`src/rtl/tmb_pkg.sv`:
```
package tmb_pkg;

    localparam int LEVELS   = 6;
    localparam int CODE_W   = LEVELS - 1;
    localparam int NUM_ELEM = LEVELS + 1;
    localparam int ELEM_W   = $clog2(NUM_ELEM);

    typedef enum logic [2:0] {
        ST_IDLE,
        ST_READ,
        ST_WRITE,
        ST_STEP,
        ST_DONE
    } tmb_state_e;

    // Thermometer code for a level: the low 'lvl' bits set.
    function automatic logic [CODE_W-1:0] level_code(input logic [ELEM_W-1:0] lvl);
        logic [CODE_W-1:0] code;
        for (int i = 0; i < CODE_W; i++) begin
            code[i] = (i < int'(lvl));
        end
        return code;
    endfunction

endpackage

```
`src/rtl/tmb_cursor.sv`:
```
module tmb_cursor
    import tmb_pkg::*;
#(
    parameter int ADDR_W = 6
) (
    input  logic              clk,
    input  logic              rst_n,
    input  logic              clear,
    input  logic              step,
    output logic [ELEM_W-1:0] elem,
    output logic [ADDR_W-1:0] addr,
    output logic              addr_last,
    output logic              elem_last
);

    localparam logic [ELEM_W-1:0] ELEM_MAX = ELEM_W'(NUM_ELEM - 1);

    assign addr_last = (addr == {ADDR_W{1'b1}});
    assign elem_last = (elem == ELEM_MAX);

    always_ff @(posedge clk or negedge rst_n) begin
        if (!rst_n) begin
            elem <= '0;
            addr <= '0;
        end else if (clear) begin
            elem <= '0;
            addr <= '0;
        end else if (step) begin
            if (addr_last) begin
                addr <= '0;
                if (!elem_last) begin
                    elem <= elem + ELEM_W'(1);
                end
            end else begin
                addr <= addr + ADDR_W'(1);
            end
        end
    end

endmodule

```
`src/rtl/tmb_fail_log.sv`:
```
module tmb_fail_log
    import tmb_pkg::*;
#(
    parameter int ADDR_W = 6,
    parameter int CNT_W  = 8
) (
    input  logic              clk,
    input  logic              rst_n,
    input  logic              clear,
    input  logic              check,
    input  logic [CODE_W-1:0] observed,
    input  logic [CODE_W-1:0] expected,
    input  logic [ADDR_W-1:0] addr,
    input  logic [ELEM_W-1:0] elem,
    output logic              fail_seen,
    output logic [ADDR_W-1:0] fail_addr,
    output logic [ELEM_W-1:0] fail_elem,
    output logic [CODE_W-1:0] fail_code,
    output logic [CNT_W-1:0]  fail_count
);

    logic mismatch;
    logic cnt_full;

    assign mismatch = check && (observed != expected);
    assign cnt_full = (fail_count == {CNT_W{1'b1}});

    always_ff @(posedge clk or negedge rst_n) begin
        if (!rst_n) begin
            fail_seen  <= 1'b0;
            fail_addr  <= '0;
            fail_elem  <= '0;
            fail_code  <= '0;
            fail_count <= '0;
        end else if (clear) begin
            fail_seen  <= 1'b0;
            fail_addr  <= '0;
            fail_elem  <= '0;
            fail_code  <= '0;
            fail_count <= '0;
        end else if (mismatch) begin
            if (!fail_seen) begin
                fail_seen <= 1'b1;
                fail_addr <= addr;
                fail_elem <= elem;
                fail_code <= observed;
            end
            if (!cnt_full) begin
                fail_count <= fail_count + CNT_W'(1);
            end
        end
    end

endmodule

```
`src/rtl/tm_march_bist.sv`:
```
module tm_march_bist
    import tmb_pkg::*;
#(
    parameter int ADDR_W = 6,
    parameter int CNT_W  = 8
) (
    input  logic              clk,
    input  logic              rst_n,
    input  logic              start,
    output logic              done,
    output logic              pass,
    output logic              mem_req,
    output logic              mem_we,
    output logic [ADDR_W-1:0] mem_addr,
    output logic [4:0]        mem_wdata,
    input  logic [4:0]        mem_rdata,
    input  logic              mem_ack,
    output logic              fail_seen,
    output logic [ADDR_W-1:0] fail_addr,
    output logic [2:0]        fail_elem,
    output logic [4:0]        fail_code,
    output logic [CNT_W-1:0]  fail_count
);

    tmb_state_e        state, state_nx;
    logic [ELEM_W-1:0] elem;
    logic [ADDR_W-1:0] addr;
    logic              addr_last, elem_last;
    logic              run_clear, cur_step, rd_check;
    logic              final_op;
    logic [CODE_W-1:0] rd_expect, wr_code;

    assign final_op  = addr_last && elem_last;
    assign run_clear = start && ((state == ST_IDLE) || (state == ST_DONE));
    assign cur_step  = (state == ST_STEP) && !final_op;
    assign rd_check  = (state == ST_READ) && mem_ack;
    assign wr_code   = level_code(elem);
    assign rd_expect = level_code(elem - ELEM_W'(1));

    tmb_cursor #(.ADDR_W(ADDR_W)) u_cursor (
        .clk       (clk),
        .rst_n     (rst_n),
        .clear     (run_clear),
        .step      (cur_step),
        .elem      (elem),
        .addr      (addr),
        .addr_last (addr_last),
        .elem_last (elem_last)
    );

    tmb_fail_log #(.ADDR_W(ADDR_W), .CNT_W(CNT_W)) u_log (
        .clk        (clk),
        .rst_n      (rst_n),
        .clear      (run_clear),
        .check      (rd_check),
        .observed   (mem_rdata),
        .expected   (rd_expect),
        .addr       (addr),
        .elem       (elem),
        .fail_seen  (fail_seen),
        .fail_addr  (fail_addr),
        .fail_elem  (fail_elem),
        .fail_code  (fail_code),
        .fail_count (fail_count)
    );

    // State register
    always_ff @(posedge clk or negedge rst_n) begin
        if (!rst_n) begin
            state <= ST_IDLE;
        end else begin
            state <= state_nx;
        end
    end

    // Next-state logic
    always_comb begin
        state_nx = state;
        unique case (state)
            ST_IDLE:  if (start) state_nx = ST_WRITE;
            ST_READ:  if (mem_ack) state_nx = elem_last ? ST_STEP : ST_WRITE;
            ST_WRITE: if (mem_ack) state_nx = ST_STEP;
            ST_STEP: begin
                if (final_op) begin
                    state_nx = ST_DONE;
                end else if (!addr_last && (elem == '0)) begin
                    state_nx = ST_WRITE;
                end else begin
                    state_nx = ST_READ;
                end
            end
            ST_DONE:  if (start) state_nx = ST_WRITE;
            default:  state_nx = ST_IDLE;
        endcase
    end

    // Outputs
    always_comb begin
        mem_req   = 1'b0;
        mem_we    = 1'b0;
        mem_wdata = '0;
        done      = 1'b0;
        unique case (state)
            ST_READ:  mem_req = 1'b1;
            ST_WRITE: begin
                mem_req   = 1'b1;
                mem_we    = 1'b1;
                mem_wdata = wr_code;
            end
            ST_DONE:  done = 1'b1;
            default:  ;
        endcase
    end

    assign mem_addr = addr;
    assign pass     = done && (fail_count == '0);

endmodule

```
`config.mk`:
```
export PLATFORM = sky130hd
export DESIGN_NAME = tm_march_bist
export DESIGN_NICKNAME = d
export VERILOG_FILES = /design/src/rtl/tmb_pkg.sv /design/src/rtl/tmb_cursor.sv /design/src/rtl/tmb_fail_log.sv /design/src/rtl/tm_march_bist.sv
export SDC_FILE = /design/constraint.sdc
export NUM_CORES = 1
export LEC_CHECK = 0
export BUFFER_PORTS_ARGS = -buffer_cell sky130_fd_sc_hd__buf_2
export CAP_MARGIN = 40
export CORE_ASPECT_RATIO = 2
export CORE_UTILIZATION = 48
export DETAILED_ROUTE_END_ITERATION = 7
export HOLD_SLACK_MARGIN = 0.08
export PLACE_DENSITY = 0.74
export SYNTH_ARGS = -nofsm -noshare
export SYNTH_HDL_FRONTEND = slang
export SYNTH_SLANG_ARGS = --single-unit
```
`constraint.sdc`:
```
create_clock -name clk -period 2.4 [get_ports clk]
set_clock_uncertainty 0.15 [all_clocks]
set_input_delay 0.36 -clock clk [delete_from_list [all_inputs] [get_ports clk]]
set_output_delay 0.36 -clock clk [all_outputs]
set_load 0.005 [all_outputs]
```
==> flow_summary.yaml <==
outcome:
  outcome: "finished clean"
floorplanning:
  initial_core_util: 0.5084
  io_pins: 47
  die_area_sq_um: 4389
  die_height_um: 92.70
  rows: 32
  core_area_sq_um: 3884
  die_width_um: 47.35
yosys:
  synth-seq-cells: 35
  syn-cell-area_sq_um: 1974
  ys_types: 40
  yosys-top-cells-count: "dfrtp_1 (35), nand3_1 (29), inv_1 (19)"
  synthCells: 224
  async_reset_ff_frac: 1.000
  synth_top_area_share: 0.4436
  synth_edf_count: 0
  yosys_warnings: 0
  yosysTopAreaCell: "dfrtp_1"
  synth.area.top_cells: "dfrtp_1 (44%), nand3_1 (7.4%), ha_1 (4.4%)"
  syn_avg_cell_area_sq_um: 8.814
  ys_seq_area_frac: 0.4436
  synth_top_flop_cell: "dfrtp_1"
  yosysMostFrequentCell: "dfrtp_1"
  synth_fp_nets: 240
power_and_ir_drop:
  p_int_mw: 1.483
  irDropWorstVdd_mv: 0.6083
  p_per_area_nw_per_um2: 930.9
  comb_power_share: 0.464
  switchingPower_mw: 0.9481
  pwr-share-seq: 0.365
  clkPwrFrac: 0.171
  switching_share: 0.3900
  p_leak_nw: 1.272
  finalPower_mw: 2.431
critical_path:
  crit_required_ns: 2.46
  r2r_slack_ns: 0.07
  cp.arrival_ns: 2.39
  crit_fanout: 7
  cp-end-kind: "flip-flop"
  crit_type: "reg2reg"
  start_kind: "flip-flop"
timing:
  finalHoldViolations: 0
  worstMarginPinSlew_ns: 0.8163
  slew_viol_final: 0
  slew_headroom: 0.4558
  period_minus_slack_ns: 2.328
  final-setup-viol-count: 0
  period_share: 0.9701
  hold_slack_ns: 0.1626
  fmax_mhz: 429.5
  rsz0062_at_grt: "true"
drt:
  top_layer_used: "met4"
  vias: 1904
  vias_per_cell: 5.567
  wl_met2_um: 3122
  wl_per_cell_um: 15.85
  drt-pass1-iter-count: 5
  wl_met1_um: 1971
  drc: 0
  ant_nets: 0
  dr_wl_met3_um: 187
  wirelength_um: 5422
  drt-initial-drc-count: 58
job:
  drv_cap: 0
layout:
  area_delta_synth_final_pct: 32.26
  final_util: 0.6724
  fin_nets: 306
  stdcell_area_sq_um: 2611
  diodes: 0
  drive_above_1_share: 0.3093
hold_path:
  hold_class: "in2reg"
cts:
  clk_latency_ns: 0.29
  tritoncts: "built"
  clk_pin_slew_ns: 0.07
  cts_root_buf: "clkbuf_8"
  numCtsBuffers: 5
  cts.htree.levels: 2
  cts.path.max_buffers: 2
  clock-sinks: 35
placement:
  globalplace.congestion: 0.8624
  dp_hpwl_um: 3880
  place_area_sq_um: 2360
  numPortBuffers: 46
global_routing:
  grt_overflow: 0
  grt_max_degree: 36
  first_global_vias: 1821
  antenna_found_initial: 0
  track_usage: 0.2668
  grt_first_pass_wirelength_um: 8321
[state kept, by name (all words and copies together), names as in the netlist]
signal	flops
u_log.fail_count	8
u_log.fail_code	5
u_log.fail_seen	1
u_cursor.elem	3
u_log.fail_addr	6
state	3
u_cursor.addr	6
u_log.fail_elem	3
[path summary, 6_finish.rpt]
kind / startpoint / cells after the start / endpoint
worst min-delay path: start / 2 / state[2]
max in group asynchronous: rst_n / 2 / state[1]
worst max register to register: u_cursor.elem[0] / 11 / u_log.fail_addr[3]
min in group asynchronous: rst_n / 2 / u_log.fail_count[6]
worst min register to register: u_log.fail_addr[4] / 2 / u_log.fail_addr[4]
worst max-delay path: u_cursor.elem[0] / 11 / u_log.fail_addr[3]
[per-layer routing]
metal,GRT usage,vias up
li1,-,923
met1,0.2708,914
met2,0.4874,54
met3,0.04873,13
met4,0.1071,0
met5,0,-
[metrics by stage]
| stage | setup TNS (ns) | setup WS (ns) | std cells |
|---|---|---|---|
| final | 0 | 0.07183 | 342 |
| after global routing | -0.02625 | -0.006957 | 342 |
| after CTS | 0 | 0.03196 | 335 |
| after detailed placement | -0.06186 | -0.03329 | 326 |
| after global placement | 0 | 0.04731 | 326 |
| after floorplan | -0.005625 | -0.002813 | 224 |
[logic make-up after synthesis]
group / count (synthesis) / synth area share
buf+inv: 28 / 0.05957
xor+xnor: 6 / 0.03612
simple gates: 90 / 0.2294
flops: 35 / 0.4436
compound gates: 53 / 0.1616
fa+ha+maj: 7 / 0.04436
mux: 5 / 0.02535
[critical path, cell delays in order (launching register included)]
cell	delay [ns]
dfrtp_1	0.36
inv_2	0.08
ha_4	0.18
xnor2_4	0.23
mux2i_1	0.27
a211oi_2	0.12
buf_4	0.15
o31ai_4	0.21
buf_6	0.16
clkbuf_16	0.14
nand3_1	0.07
o21ai_1	0.11
[cell type report]
type / instances / area [sq um]
inverters: 19 / 71.32
clock buffers: 7 / 76.32
repair buffers: 68 / 449.2
flip-flops and latches: 35 / 877.1
well taps: 51 / 63.81
fillers: 331 / 1272
multi-input cells: 161 / 1069
clock inverters: 1 / 5.005
[power by group through the flow]
stage / Sequential, mW / Combinational, mW / Clock, mW
6_report: 0.888 / 1.13 / 0.415
3_5_place_dp: 0.893 / 1.00 / 0
2_1_floorplan: 0.878 / 0.608 / 0
3_3_place_gp: 0.890 / 0.981 / 0
4_1_cts: 0.882 / 1.01 / 0.421
5_1_grt: 0.905 / 1.25 / 0.446
[cells in the final DEF, fill, tap and decap left out, types with 2 or more instances in the layout]
master	count
nor4_1	2
o21ai_0	4
buf_2	46
ha_1	5
mux2i_1	5
nor3_2	2
nand2_1	16
clkbuf_16	2
nand4_1	2
a31oi_1	3
nor3b_1	3
ha_4	2
nor2_1	15
o21ai_1	15
buf_4	17
nand3_1	28
clkbuf_8	5
xnor2_1	5
inv_1	17
a21oi_1	14
and3_1	2
a21boi_0	3
nand3b_1	2
o22ai_1	2
nor3_1	6
inv_2	2
dfrtp_1	34
or3_1	3
clkbuf_1	2
[what timing repair did]
action | CTS | global route
resized for setup | 2 | 14
endpoints found under the hold margin | 35 | 0
setup buffers | 0 | 5
gates cloned | 0 | 2
endpoints found under the setup margin | 5 | 22
pin swaps | 0 | 4
hold buffers | 1 | 0
Note: power is estimated with default switching activity, not from simulation.
